$ cat config.mk
export PLATFORM = sky130hd
export DESIGN_NAME = asram_bitmask_ctrl
export DESIGN_NICKNAME = d
export VERILOG_FILES = /design/src/rtl/asram_pkg.sv /design/src/rtl/asram_ctrl.sv /design/src/rtl/asram_dpath.sv /design/src/rtl/asram_bitmask_ctrl.sv
export SDC_FILE = /design/constraint.sdc
export NUM_CORES = 1
export LEC_CHECK = 0
export BUFFER_PORTS_ARGS = -buffer_cell sky130_fd_sc_hd__buf_4
export CORE_ASPECT_RATIO = 1.2
export CORE_MARGIN = 2
export CORE_UTILIZATION = 45
export DETAILED_ROUTE_END_ITERATION = 6
export MAX_ROUTING_LAYER = met4
export PLACE_DENSITY = 0.81
export SLEW_MARGIN = 15
export SYNTH_ARGS = -nofsm -noshare
export SYNTH_HDL_FRONTEND = slang
export SYNTH_SLANG_ARGS = --single-unit
$ cat constraint.sdc
create_clock -name clk -period 1.62 [get_ports clk]
set_clock_uncertainty 0.15 [all_clocks]
set_input_delay 0.324 -clock clk [delete_from_list [all_inputs] [get_ports clk]]
set_output_delay 0.324 -clock clk [all_outputs]
set_load 0.01 [all_outputs]
$ cat src/rtl/asram_pkg.sv
package asram_pkg;

  typedef enum logic [1:0] {
    ST_IDLE  = 2'd0,
    ST_WRITE = 2'd1,
    ST_WREC  = 2'd2,
    ST_READ  = 2'd3
  } ctrlState_e;

  // Control-to-datapath strobes.
  typedef struct packed {
    logic load;     // latch request fields into the pin registers
    logic ce;       // select the RAM
    logic we;       // pulse write strobes (gated by mask in the datapath)
    logic capture;  // sample RAM output into the response register
  } strobe_t;

  // Cycles needed to cover a nanosecond minimum; at least one when nonzero.
  function automatic int cyclesFor(input int ns, input int periodNs);
    int c;
    if (ns <= 0) return 0;
    c = (ns + periodNs - 1) / periodNs;
    if (c < 1) c = 1;
    return c;
  endfunction

  function automatic int maxOf(input int a, input int b);
    return (a > b) ? a : b;
  endfunction

endpackage

$ cat src/rtl/asram_ctrl.sv
module asram_ctrl
  import asram_pkg::*;
#(
  parameter int CLK_PERIOD_NS = 10,
  parameter int T_CYCLE_NS    = 15,
  parameter int T_WPULSE_NS   = 12,
  parameter int T_DSETUP_NS   = 7,
  parameter int T_ACCESS_NS   = 15,
  parameter int T_OUTON_NS    = 5
) (
  input  logic    clk,
  input  logic    rstN,
  input  logic    reqValid,
  input  logic    reqWrite,
  output logic    reqReady,
  output strobe_t strb
);

  localparam int CYC_CYC = cyclesFor(T_CYCLE_NS, CLK_PERIOD_NS);
  localparam int WP_CYC  = maxOf(maxOf(cyclesFor(T_WPULSE_NS, CLK_PERIOD_NS),
                                       cyclesFor(T_DSETUP_NS, CLK_PERIOD_NS)), 1);
  localparam int REC_CYC = (CYC_CYC > WP_CYC) ? (CYC_CYC - WP_CYC) : 1;
  localparam int RD_CYC  = maxOf(cyclesFor(T_ACCESS_NS, CLK_PERIOD_NS), 1);
  localparam int RAW_CYC = maxOf(cyclesFor(T_OUTON_NS + T_ACCESS_NS, CLK_PERIOD_NS), RD_CYC);
  localparam int MAX_CYC = maxOf(maxOf(WP_CYC, REC_CYC), RAW_CYC);
  localparam int CNT_W   = $clog2(MAX_CYC + 1);

  localparam logic [CNT_W-1:0] WP_LAST  = CNT_W'(WP_CYC - 1);
  localparam logic [CNT_W-1:0] REC_LAST = CNT_W'(REC_CYC - 1);
  localparam logic [CNT_W-1:0] RD_LAST  = CNT_W'(RD_CYC - 1);
  localparam logic [CNT_W-1:0] RAW_LAST = CNT_W'(RAW_CYC - 1);

  ctrlState_e       state;
  logic [CNT_W-1:0] cnt;
  logic [CNT_W-1:0] rdLast;
  logic             lastWrite;
  logic             ceR;
  logic             weR;
  logic             accept;
  logic             cntDone;

  always_comb begin
    reqReady     = (state == ST_IDLE);
    accept       = reqValid && reqReady;
    cntDone      = 1'b0;
    unique case (state)
      ST_WRITE: cntDone = (cnt == WP_LAST);
      ST_WREC:  cntDone = (cnt == REC_LAST);
      ST_READ:  cntDone = (cnt == rdLast);
      default:  cntDone = 1'b0;
    endcase
    strb.load    = accept;
    strb.ce      = ceR;
    strb.we      = weR;
    strb.capture = (state == ST_READ) && cntDone;
  end

  always_ff @(posedge clk) begin
    if (!rstN) begin
      state     <= ST_IDLE;
      cnt       <= '0;
      rdLast    <= RD_LAST;
      lastWrite <= 1'b0;
      ceR       <= 1'b0;
      weR       <= 1'b0;
    end else begin
      unique case (state)
        ST_IDLE: begin
          cnt <= '0;
          if (accept) begin
            ceR       <= 1'b1;
            lastWrite <= reqWrite;
            if (reqWrite) begin
              weR   <= 1'b1;
              state <= ST_WRITE;
            end else begin
              rdLast <= lastWrite ? RAW_LAST : RD_LAST;
              state  <= ST_READ;
            end
          end
        end
        ST_WRITE: begin
          if (cntDone) begin
            ceR   <= 1'b0;
            weR   <= 1'b0;
            cnt   <= '0;
            state <= ST_WREC;
          end else begin
            cnt <= cnt + 1'b1;
          end
        end
        ST_WREC: begin
          if (cntDone) begin
            cnt   <= '0;
            state <= ST_IDLE;
          end else begin
            cnt <= cnt + 1'b1;
          end
        end
        ST_READ: begin
          if (cntDone) begin
            ceR   <= 1'b0;
            cnt   <= '0;
            state <= ST_IDLE;
          end else begin
            cnt <= cnt + 1'b1;
          end
        end
        default: state <= ST_IDLE;
      endcase
    end
  end

endmodule

$ cat src/rtl/asram_dpath.sv
module asram_dpath
  import asram_pkg::*;
#(
  parameter int ADDR_W = 20,
  parameter int DATA_W = 8
) (
  input  logic              clk,
  input  logic              rstN,
  input  strobe_t           strb,
  input  logic [ADDR_W-1:0] reqAddr,
  input  logic [DATA_W-1:0] reqWdata,
  input  logic [DATA_W-1:0] reqMask,
  input  logic [DATA_W-1:0] sramQ,
  output logic [ADDR_W-1:0] sramAddr,
  output logic [DATA_W-1:0] sramD,
  output logic              sramCeN,
  output logic [DATA_W-1:0] sramWeN,
  output logic              rspValid,
  output logic [DATA_W-1:0] rspData
);

  logic [ADDR_W-1:0] addrR;
  logic [DATA_W-1:0] dataR;
  logic [DATA_W-1:0] maskR;

  always_ff @(posedge clk) begin
    if (!rstN) begin
      addrR    <= '0;
      dataR    <= '0;
      maskR    <= '0;
      rspValid <= 1'b0;
      rspData  <= '0;
    end else begin
      if (strb.load) begin
        addrR <= reqAddr;
        dataR <= reqWdata;
        maskR <= reqMask;
      end
      rspValid <= strb.capture;
      if (strb.capture) rspData <= sramQ;
    end
  end

  assign sramAddr = addrR;
  assign sramD    = dataR;
  assign sramCeN  = ~strb.ce;

  for (genvar b = 0; b < DATA_W; b++) begin : g_bitStrobe
    assign sramWeN[b] = ~(maskR[b] & strb.we);
  end

endmodule

$ cat src/rtl/asram_bitmask_ctrl.sv
module asram_bitmask_ctrl
  import asram_pkg::*;
#(
  parameter int ADDR_W        = 20,
  parameter int DATA_W        = 8,
  parameter int CLK_PERIOD_NS = 10
) (
  input  logic              clk,
  input  logic              rstN,
  input  logic              reqValid,
  output logic              reqReady,
  input  logic              reqWrite,
  input  logic [ADDR_W-1:0] reqAddr,
  input  logic [DATA_W-1:0] reqWdata,
  input  logic [DATA_W-1:0] reqMask,
  output logic              rspValid,
  output logic [DATA_W-1:0] rspData,
  output logic [ADDR_W-1:0] sramAddr,
  output logic [DATA_W-1:0] sramD,
  input  logic [DATA_W-1:0] sramQ,
  output logic              sramCeN,
  output logic [DATA_W-1:0] sramWeN
);

  strobe_t strb;

  asram_ctrl #(
    .CLK_PERIOD_NS(CLK_PERIOD_NS)
  ) u_ctrl (
    .clk     (clk),
    .rstN    (rstN),
    .reqValid(reqValid),
    .reqWrite(reqWrite),
    .reqReady(reqReady),
    .strb    (strb)
  );

  asram_dpath #(
    .ADDR_W(ADDR_W),
    .DATA_W(DATA_W)
  ) u_dpath (
    .clk     (clk),
    .rstN    (rstN),
    .strb    (strb),
    .reqAddr (reqAddr),
    .reqWdata(reqWdata),
    .reqMask (reqMask),
    .sramQ   (sramQ),
    .sramAddr(sramAddr),
    .sramD   (sramD),
    .sramCeN (sramCeN),
    .sramWeN (sramWeN),
    .rspValid(rspValid),
    .rspData (rspData)
  );

endmodule

---- After elaboration in Yosys (flattened, before gate mapping) ----
Index checks and enable logic that the tools add are counted.
storage, ports and cells
  bits in writable memories ............... 0
  input port bits ......................... 48
  ROM bits ................................ 0
  memories ................................ 0
  logic and storage cells ................. 62
  output and inout port bits .............. 47
  bits in latches ......................... 0
  register bits ........................... 51
cells by class
  multiply operators ...................... 0
  reductions and logical operators ........ 12
  divide/modulo/power cells ............... 0
  bitwise operators ....................... 17
  order comparisons ....................... 0
  multiplexer cells ....................... 14
  eq/ne operators ......................... 9
  $add $sub $neg .......................... 1
  shifts and indexed selects .............. 0
operators by type and width
  kind                                                                     number
  2-bit 2-to-1 mux                                                         5
  2-bit by 1-bit inequality test with 1-bit output, second input constant  5
  1-bit NOT                                                                9
  1-bit bitwise AND                                                        8
  1-bit one-hot mux with 2 select lines                                    3
  2-bit one-hot mux with 3 select lines                                    1
  3-bit AND reduction                                                      2
  2-bit by 1-bit equality test with 1-bit output, second input constant    2
  2-bit equality test, second input constant                               2
  2-bit zero test                                                          2
  1-bit 2-to-1 mux                                                         4
  2-bit one-hot mux with 2 select lines                                    1
  4-bit AND reduction                                                      1
  2-bit nonzero test                                                       2
  2-bit OR reduction                                                       2
  3-bit OR reduction                                                       1
  2-bit by 1-bit adder with 2-bit output, second input constant            1
  1-bit logical AND                                                        2

---- Longest topological paths before layout ----
Gate-level depths: netlist of run 1.
  depth after elaboration ................. 5
  gate-level depth with buffers ........... 6
  depth with buffers taken out ............ 5

---- Modules after synthesis ----
A second synthesis of run 1 with hierarchy kept.
second synthesis, totals
  cells, all modules ...................... 187
  area, all modules ....................... 2,057.0 µm²
modules (own cells, without submodules)
  module       cells each  sequential area each (µm²)  instances  area an instance (µm²)
  asram_dpath  153         900.9                       1          1,754.2
  asram_ctrl   34          120.1                       1          302.8

---- Worst setup path before layout of run 1 ----
Ideal clock, no wire load.
  kind .................................... reg-to-reg
  start point ............................. reg u_ctrl.state[0]
  end point ............................... reg u_dpath.addrR[6], in the netlist u_dpath.sramAddr[6]
  slack ................................... 220 ps
  stages on the path, launching flop included .. 7
  period minus slack after synthesis ...... 1,400 ps
  data required time ...................... 1,354 ps
  arrival time ............................ 1,133 ps
  path buffers ............................ 3
  setup time .............................. 116 ps
  cells stage by stage .................... dfxtp_1 > buf_6 > or3b_1 > buf_6 > buf_6 > nand2_1 > a21boi_1
between the ends
  longest elaborated chain between the ends .. 2
ends and longest elaborated chain
  what                    RTL line           text
  from (decl)             asram_ctrl.sv:33   ctrlState_e state;
  from (signal assigned)  asram_ctrl.sv:60   state <= ST_IDLE;
  from (signal assigned)  asram_ctrl.sv:75   state <= ST_WRITE;
  from (signal assigned)  asram_ctrl.sv:78   state <= ST_READ;
  2-bit zero test         asram_ctrl.sv:43   reqReady = (state == ST_IDLE);
  1-bit logical AND       asram_ctrl.sv:44   accept = reqValid && reqReady;
  to (signal assigned)    asram_dpath.sv:35  addrR <= reqAddr;
  to (decl)               asram_dpath.sv:22  logic [ADDR_W-1:0] addrR;
Every way passes these cells.
A chain may end at the register's enable or synchronous reset.

---- Worst setup path in the final report of run 1 ----
  start point ............................. reg u_ctrl.weR
  end point ............................... out sramWeN[7]
between the ends
  longest elaborated chain between the ends .. 2
ends and longest elaborated chain
  what                    RTL line                  text
  from (decl)             asram_ctrl.sv:38          logic weR;
  from (signal assigned)  asram_ctrl.sv:65          weR <= 1'b0;
  from (signal assigned)  asram_ctrl.sv:74          weR <= 1'b1;
  from (signal assigned)  asram_ctrl.sv:85          weR <= 1'b0;
  1-bit bitwise AND       asram_dpath.sv:49         assign sramWeN[b] = ~(maskR[b] & strb.we);
  1-bit NOT               asram_dpath.sv:49
  to (decl)               asram_bitmask_ctrl.sv:22  output logic [DATA_W-1:0] sramWeN
Every way passes these cells.

==> results.toml, run 1 <==
[grt]
grt_max_degree = 51
grt_pass1_wl_um = 7307
antenna_found_initial = 0
grt_usage = 0.1861
overflow = 0
grt_pass1_vias = 1767

[critical_path]
crit_start = "u_ctrl.weR"
cp_slowest_cell = "dfxtp_1"
cp.arrival_ns = 1.06
worstPathCellList = "nand2_1 -> buf_4"
rrSetupSlack_ns = 0.18
worstPathRequired_ns = 1.15
path_max_fanout = 9
critPathKind = "register to output pin"
critPathCaptureType = "output pin"
crit_path_end = "sramWeN[7]"
timing.rr.end = "u_dpath.rspData[2]"
max_stage_delay_ns = 0.51
start_kind = "register"
worst-r2r-cell-count = 4
rr_startpoint = "u_ctrl.cnt[0]"

[finish]
final_core_util = 0.6618
n_antenna_cell = 0
area_growth_pct = 41.32
drive_gt1_frac = 0.3262
final_nets = 377
stdcell_area_um2 = 2820
fillCellCount = 410

[sta]
setup_tns_ns = 0
fin_ws_ns = 0.08679
slew_viol_final = 0
fin_crit_ns = 1.533
slew_headroom = 0.7337
setup_viol = 0
fmax_mhz = 652.2
worst_pin_slew_ns = 0.3995
rsz0062_at_grt = "no"
finalHoldViolCount = 0
post-route-period-util = 0.9464

[placement]
post_dp_cell_area_um2 = 2739
place_congestion = 0.7250
portBuffers = 94
place_hpwl_um = 3228
pre_cts_ws_ns = 0.1642

[clock_tree]
cts.sinks = 51
cts_made_buffers = 5
cts_tree = "built"
clk_pin_slew_ns = 0.08
ctsResizeCount = 0
postCtsSetupBuffers = 0
clk_latency_ns = 0.29
ctsHoldBuffers = 0
htreeDepth = 2
cts_root_buffer = "clkbuf_8"
cts.path.max_buffers = 2

[detailed_routing]
vias = 1820
vias_per_cell = 4.740
routed_wirelength_um = 4393
ant_nets = 0
first_pass_iters = 4
route.detailed.drc = 0
wl_per_cell_um = 11.44
drt_iter0_markers = 82

[synth]
ys_seq_area_frac = 0.5116
synth_top_area_share = 0.5116
ys_warn_count = 0
netlist_area_um2 = 1996
yosysUniqueCellTypes = 23
syn_avg_cell_area_um2 = 8.456
ys_ff_latch = 51
synth_cells = 236
syn_nets = 286
synth_top_area_cell = "dfxtp_1"
synth.area.top_cells = "dfxtp_1 51%, nand2_1 18%, a21boi_1 11%, a21boi_0 5.3%, buf_6 2.8%"

[power_and_ir_drop]
p_leak_nw = 1.242
ir_worst_vdd_mv = 0.5625
power_density_nw_per_um2 = 901.4
p_total_mw = 2.542

[floorplanning]
initial_utilization = 0.4683
fp.dieW_um = 64.79
rows = 26
fp.coreArea_um2 = 4262
ioPinCount = 95
fp.dieArea_um2 = 4986
chipHeight_um = 76.95

[job]
cap_viol_max_count = 0

[worst_hold_path]
hold_depth = 3
min_path_type = "input pin to register"
hold_start = "reqAddr[2]"

[run_status]
status = "finished clean"
cells in the final DEF, fill, tap and decap left out, types with 2 or more instances in the layout:
cell	count
a21boi_1	30
nor2b_1	2
buf_12	2
nor2_1	5
dfxtp_1	51
buf_4	98
clkbuf_1	2
inv_1	6
a21boi_0	14
o21ai_0	2
a21oi_1	2
clkbuf_8	5
ha_1	2
nand2_1	97
metrics by stage:
step	hold WS [ns]	cells
CTS	0.1091	384
global route	0.1093	384
global placement	0.2779	376
finish	0.1177	384
detailed placement	0.2958	376
floorplan	0.2673	236
worst min path at each step:
stage	end
2_1_floorplan	u_ctrl.cnt[0]
3_3_place_gp	u_ctrl.cnt[0]
3_5_place_dp	u_dpath.sramAddr[1]
4_1_cts	u_dpath.sramAddr[1]
5_1_grt	u_dpath.sramAddr[1]
6_report	u_dpath.sramAddr[2]
metal layers:
metal | vias up | part of all wire | track usage
met2 | 76 | 0.47 | 0.3165
met3 | 4 | 0.093 | 0.05279
met1 | 809 | 0.42 | 0.2119
met4 | 0 | 0.0077 | 0.05106
met5 | - | 0 | -
li1 | 931 | - | -
cell usage after synthesis:
library cell and count:
nor3b_1 1, nor3b_2 1, o311a_1 1, and2_1 1
nor2b_1 2, buf_2 3, nand2_1 97, dfxtp_1 51
o21ai_0 2, buf_4 2, a21boi_1 30, inv_1 6
a21boi_0 14, clkbuf_1 6, or3b_1 1, buf_6 5
o311ai_0 1, ha_1 2, o21a_1 1, and3_1 1
nor2_1 5, nand3_1 1, a21oi_1 2
worst max-delay path, delay by kind of cell, from the launching register on:
| kind | cells | cell delay (ns) |
|---|---|---|
| flip-flops | 1 | 0.51 |
| buffers and inverters | 1 | 0.15 |
| AND/OR/NAND/NOR | 1 | 0.10 |
kinds of logic after synthesis:
| kind of cell | share of synthesized area |
|---|---|
| compound gates | 0.1887 |
| fa+ha+maj | 0.01254 |
| buf+inv | 0.06582 |
| flops | 0.5116 |
| simple gates | 0.2213 |
final cells by class:
cell class	count	area (um2)	share of cell area
Clock buffer	7	76.32	0.02706
Clock inverter	1	5.005	0.001775
Inverter	6	22.52	0.007986
Multi-Input combinational cell	163	849.6	0.3012
Sequential cell	51	1021	0.3620
Tap cell	56	70.07	0.02484
Timing Repair Buffer	100	775.7	0.2751
report_power, final:
group / internal (mW) / switching [mW] / leakage, nW
clock: 0.303 / 0.373 / 0.0422
sequential: 1.33 / 0.0483 / 0.417
combinational: 0.261 / 0.223 / 0.783
total: 1.90 / 0.644 / 1.24
sequential cells by signal, summed over array words and instances (netlist names):
signal,count
u_dpath.rspData,8
u_dpath.sramD,8
u_ctrl.ceR,1
u_ctrl.state,2
u_dpath.sramAddr,20
u_ctrl.weR,1
u_dpath.maskR,8
u_ctrl.cnt,2
u_dpath.rspValid,1
Note: power is estimated with default switching activity, not from simulation.
==> run 2: changes to the inputs <==
--- a/config.mk
+++ b/config.mk
@@ -5,13 +5,14 @@
 export SDC_FILE = /design/constraint.sdc
 export NUM_CORES = 1
 export LEC_CHECK = 0
+export ABC_AREA = 1
 export BUFFER_PORTS_ARGS = -buffer_cell sky130_fd_sc_hd__buf_4
 export CORE_ASPECT_RATIO = 1.2
 export CORE_MARGIN = 2
 export CORE_UTILIZATION = 45
 export DETAILED_ROUTE_END_ITERATION = 6
 export MAX_ROUTING_LAYER = met4
-export PLACE_DENSITY = 0.81
+export PLACE_DENSITY = 0.82
 export SLEW_MARGIN = 15
 export SYNTH_ARGS = -nofsm -noshare
 export SYNTH_HDL_FRONTEND = slang
==> constraint.sdc (replaced) <==
create_clock -name clk -period 1.62 [get_ports clk]
set_clock_uncertainty 0.15 [all_clocks]
set_input_delay 0.162 -clock clk [delete_from_list [all_inputs] [get_ports clk]]
set_output_delay 0.162 -clock clk [all_outputs]
set_load 0.01 [all_outputs]
==> results.toml, run 2 <==
[run_status]
status = "finished clean"

[synth]
synth.area.mux_share = 0
synthFlopType = "dfxtp_1"
netlist_area_um2 = 1902
synth.area.top_cells = "dfxtp_1 54%, nor2_1 15%, o21ai_0 6.8%, o21ai_1 5.3%, inv_1 3.8%"
synth_top_area_cell = "dfxtp_1"
synth.most_common_cell = "nor2_1"
synth_top_family_by_area = "simple AND/OR/NAND/NOR gates"
syn_avg_cell_area_um2 = 7.763
synthTopCellsByCount = "76 x nor2_1, 51 x dfxtp_1, 26 x o21ai_0, 20 x o21ai_1, 19 x inv_1"
synth_enable_flop_cells = 0
yosysUniqueCellTypes = 18
synth_top_area_share = 0.5368
synth_adder_area_share = 0.01316
synth_compound_area_frac = 0.1579
synth_cells = 245
ys_warn_count = 0
synth_xor_area_frac = 0
ys_ff_latch = 51
synthSimpleGateAreaFrac = 0.2020
syn_nets = 295
ys_seq_area_frac = 0.5368
synthArstFlopShare = 0

[clock_tree]
clk_pin_slew_ns = 0.08
clk_latency_ns = 0.29
htreeDepth = 2
cts.path.max_buffers = 2
cts_made_buffers = 5
cts_root_buffer = "clkbuf_8"
postCtsSetupBuffers = 0
cts_tree = "built"
cts.sinks = 51

[critical_path]
cp.arrival_ns = 1.47
start_kind = "register"
path_max_fanout = 25
worstPathRequired_ns = 1.70
crit_buf_inv = 1
critPathKind = "register to register"
cp_slowest_cell = "dfxtp_1"
max_stage_delay_ns = 0.51
worstPathCellList = "nor2_4 -> nand2_2 -> buf_4 -> o21ai_0 -> nor2_1"
rrSetupSlack_ns = 0.23
critPathTopFamily = "flip-flops"
critPathCaptureType = "register"

[detailed_routing]
routed_wirelength_um = 5609
wl_per_cell_um = 13.01
vias_per_cell = 4.817
route.detailed.drc = 0
drt_iter0_markers = 136
vias = 2076
ant_nets = 0
first_pass_iters = 4

[power_and_ir_drop]
p_seq_frac = 0.505
power_density_nw_per_um2 = 941.1
p_total_mw = 2.923
p_leak_nw = 1.416
ir_worst_vdd_mv = 0.6888
p_comb_frac = 0.259
clkPwrFrac = 0.236
p_sw_uw = 842.6
switching_share = 0.2883
intPower_mw = 2.080

[finish]
final_common_cell = "buf_4"
n_antenna_cell = 0
largest_register_ffs = 20
final_nets = 426
area_growth_pct = 63.29
drive_gt1_frac = 0.2812
stdcell_area_um2 = 3105
final_core_util = 0.7756
final_cell_mix = "97 x buf_4, 76 x nor2_1, 51 x dfxtp_1, 42 x dlygate4sd3_1, 26 x o21ai_0"

[placement]
place_congestion = 0.8457
post_dp_cell_area_um2 = 2601
place_hpwl_um = 3170
pre_cts_ws_ns = 0.1449
portBuffers = 94

[floorplanning]
rows = 25
fp.coreArea_um2 = 4004
fp.dieArea_um2 = 4764
fp.dieW_um = 63.35
initial_utilization = 0.4750
ioPinCount = 95
chipHeight_um = 75.22

[grt]
antenna_found_initial = 0
overflow = 0
grt_pass1_vias = 1995
grt_pass1_wl_um = 8776
grt_usage = 0.2450
grt_max_degree = 48

[sta]
worst_pin_slew_ns = 0.4004
fin_ws_ns = 0.2304
finalHoldViolCount = 0
fin_crit_ns = 1.390
setup_viol = 0
slew_headroom = 0.7331
post-route-period-util = 0.8578
slew_viol_final = 0
setup_tns_ns = 0
fmax_mhz = 719.6
rsz0062_at_grt = "no"

[worst_hold_path]
min_path_type = "input pin to register"

[job]
cap_viol_max_count = 0
## run 2: changes by cell type in the layout (fill, tap and decap cells not counted), moves of 2 or more
| cell | delta |
|---|---|
| nand3_1 | +4 |
| buf_12 | -2 |
| a21boi_0 | -14 |
| a21boi_1 | -30 |
| nand2_1 | -82 |
| o21ai_1 | +20 |
| o21ai_0 | +24 |
| dlygate4sd3_1 | +42 |
| nor2_1 | +71 |
| inv_1 | +13 |
| nor2b_1 | -2 |
| a21oi_1 | +9 |
## run 2: worst reg2reg max path: cells and delay by family (launching register included)
kind,cells,cell delay [ns]
flops,1,0.51
buf+inv,1,0.26
compound gates,1,0.12
simple gates,3,0.29
## run 2: final timing paths
check	startpoint	to	cells past startpoint
setup reg to reg	u_ctrl.state[0]	u_dpath.sramAddr[10]	5
setup / recovery	u_ctrl.state[0]	u_dpath.sramAddr[10]	5
hold / removal	sramQ[5]	u_dpath.rspData[5]	3
hold reg to reg	u_ctrl.cnt[0]	u_ctrl.cnt[0]	1
## run 2: per-stage QoR
stage / hold slack, ns / instances
floorplan: 0.1577 / 245
global placement: 0.2471 / 381
detailed placement: 0.2547 / 381
CTS: 0.0008166 / 431
global route: 0.05059 / 431
finish: 0.002660 / 431
## run 2: per-layer routing
metal  global-route usage  wire length (um)  vias up
met4               0.1304               278        0
li1                     -                 -     1030
met5                    -                 0        -
met1               0.2514              2084      923
met3              0.04783               261       32
met2               0.4468              2984       91
## run 2: layout make-up
type | count | area (um2)
timing repair buffer | 139 | 1149
sequential | 51 | 1021
fill | 320 | 898.4
multi-input combinational | 159 | 709.4
inverter | 20 | 77.57
clock buffer | 7 | 76.32
tap | 54 | 67.56
clock inverter | 1 | 5.005
## run 2: kinds of logic after synthesis
logic type,Yosys count
adder cells (fa/ha/maj),2
flip-flops,51
buffers and inverters,35
AND/OR/NAND/NOR,98
AO/OA/AOI/OAI,59
## run 2: power groups by stage
stage	clock (mW)	sequential [mW]	combinational, mW
2_1_floorplan	0	1.52	0.350
3_3_place_gp	0	1.50	0.647
3_5_place_dp	0	1.50	0.661
4_1_cts	0.711	1.47	0.745
5_1_grt	0.762	1.49	0.835
6_report	0.691	1.48	0.757
## run 2: repair_timing
action                                 CTS  global route
setup endpoints to repair                0             4
gates resized for setup                  0             2
endpoints found under the hold margin   42             0
hold buffers                            42             0
==> run 3: changes to the inputs <==
--- a/config.mk
+++ b/config.mk
@@ -9,10 +9,10 @@
 export BUFFER_PORTS_ARGS = -buffer_cell sky130_fd_sc_hd__buf_4
 export CORE_ASPECT_RATIO = 1.2
 export CORE_MARGIN = 2
-export CORE_UTILIZATION = 45
+export CORE_UTILIZATION = 40
 export DETAILED_ROUTE_END_ITERATION = 6
 export MAX_ROUTING_LAYER = met4
-export PLACE_DENSITY = 0.82
+export PLACE_DENSITY = 0.74
 export SLEW_MARGIN = 15
 export SYNTH_ARGS = -nofsm -noshare
 export SYNTH_HDL_FRONTEND = slang
==> results.toml, run 3 (synthesis gave the netlist of run 2 again) <==
[run_status]
status = "finished clean"

[job]
cap_viol_max_count = 0

[floorplanning]
chipHeight_um = 79.54
fp.dieW_um = 66.95
rows = 27
initial_utilization = 0.4139
ioPinCount = 95
fp.dieArea_um2 = 5324
fp.coreArea_um2 = 4594

[sta]
post-route-period-util = 0.8727
worst_hold_slack_ns = 0.004840
setup_viol = 0
slew_viol_final = 0
setup_tns_ns = 0
rsz0062_at_grt = "no"
slew_headroom = 0.7309
worst_pin_slew_ns = 0.4037
fin_crit_ns = 1.414
finalHoldViolCount = 0
fmax_mhz = 707.3

[finish]
drive_gt1_frac = 0.2827
fillCellCount = 397
area_growth_pct = 63.82
largest_register_ffs = 20
n_antenna_cell = 0
stdcell_area_um2 = 3115
final_common_cell = "buf_4"
final_nets = 424
final_cell_mix = "95 x buf_4, 76 x nor2_1, 51 x dfxtp_1, 41 x dlygate4sd3_1, 26 x o21ai_0"
finalNonFillerCells = 433

[placement]
place_congestion = 0.9035
post_dp_cell_area_um2 = 2599
place_hpwl_um = 3040
portBuffers = 94
dp.cells = 384

[critical_path]
rr_startpoint = "u_ctrl.state[0]"
cp.arrival_ns = 1.50
critPathKind = "register to register"
start_kind = "register"
crit_start = "u_ctrl.state[0]"
critPathCaptureType = "register"
worstPathRequired_ns = 1.70
path_max_fanout = 38

[power_and_ir_drop]
power_density_nw_per_um2 = 961.8
ir_worst_vdd_mv = 0.7571
p_comb_frac = 0.247
switching_share = 0.2784
p_sw_uw = 834.3
p_seq_frac = 0.491
p_leak_nw = 1.418
clkPwrFrac = 0.262
intPower_mw = 2.162

[detailed_routing]
wl_per_cell_um = 11.80
ant_nets = 0
vias_per_cell = 4.564
routed_wirelength_um = 5109
drt_iter0_markers = 98
first_pass_iters = 4
vias = 1976
route.detailed.drc = 0

[worst_hold_path]
hold_start = "reqAddr[17]"
min_path_type = "input pin to register"

[clock_tree]
cts_root_buffer = "clkbuf_8"
htreeDepth = 2
clk_latency_ns = 0.30
cts.path.max_buffers = 2
cts_made_buffers = 5
postCtsSetupBuffers = 0
clk_pin_slew_ns = 0.08
cts_tree = "built"
cts.sinks = 51

[grt]
overflow = 0
grt_pass1_vias = 1767
antenna_found_initial = 0
grt_pass1_wl_um = 8017
grt_usage = 0.2042
grt_max_degree = 48
run 3: changes by cell type in the layout (fill, tap and decap cells not counted):
cell and change:
clkbuf_1 -1, clkinv_2 -1, dlygate4sd3_1 -1, clkbuf_8 +2, buf_6 +1, buf_4 -2
run 3: power groups by stage:
stage | logic [mW] | registers, mW | clock network (mW)
2_1_floorplan | 0.350 | 1.52 | 0
3_3_place_gp | 0.642 | 1.50 | 0
3_5_place_dp | 0.653 | 1.50 | 0
4_1_cts | 0.733 | 1.47 | 0.800
5_1_grt | 0.821 | 1.49 | 0.857
6_report | 0.740 | 1.47 | 0.784
run 3: metal layers:
layer	GRT usage	routed length (um)
met2	0.3550	2720
met3	0.04090	230
met5	-	0
met4	0.08776	126
met1	0.2237	2032
run 3: timing repair:
item / CTS / global route
hold endpoints to repair: 41 / 0
gates resized for setup: 0 / 3
endpoints found under the setup margin: 0 / 2
hold buffers: 41 / 0
run 3: worst paths after layout:
check                           depth (start not counted)  slack, ns                   end
worst max-delay path                                    5       0.21  u_dpath.sramAddr[17]
worst min-delay path                                    3      0.005  u_dpath.sramAddr[17]
worst max register to register                          5       0.21  u_dpath.sramAddr[17]
worst min register to register                          2       0.30    u_dpath.rspData[3]
run 3: per-stage QoR:
step	setup WS (ns)	power, mW	utilization
floorplan	0.3107	1.870	-
global placement	0.2059	2.140	0.5656
detailed placement	0.1491	2.156	0.5656
CTS	0.1203	3.007	0.6767
global route	0.07493	3.167	0.6781
finish	0.2061	2.996	0.6781
run 3: area by class of cell:
type | instances | area [um2] | share of cell area
clock buffer | 8 | 100.1 | 0.03213
inverter | 20 | 77.57 | 0.02490
multi-input combinational | 159 | 709.4 | 0.2277
sequential | 51 | 1021 | 0.3277
tap | 58 | 72.57 | 0.02329
timing repair buffer | 137 | 1135 | 0.3643
run 3: critical path, stage by stage, from the launching register on:
cell	delay, ns
dfxtp_1	0.50
nor2_4	0.07
nand2_2	0.10
buf_6	0.27
o21ai_0	0.12
nor2_1	0.12
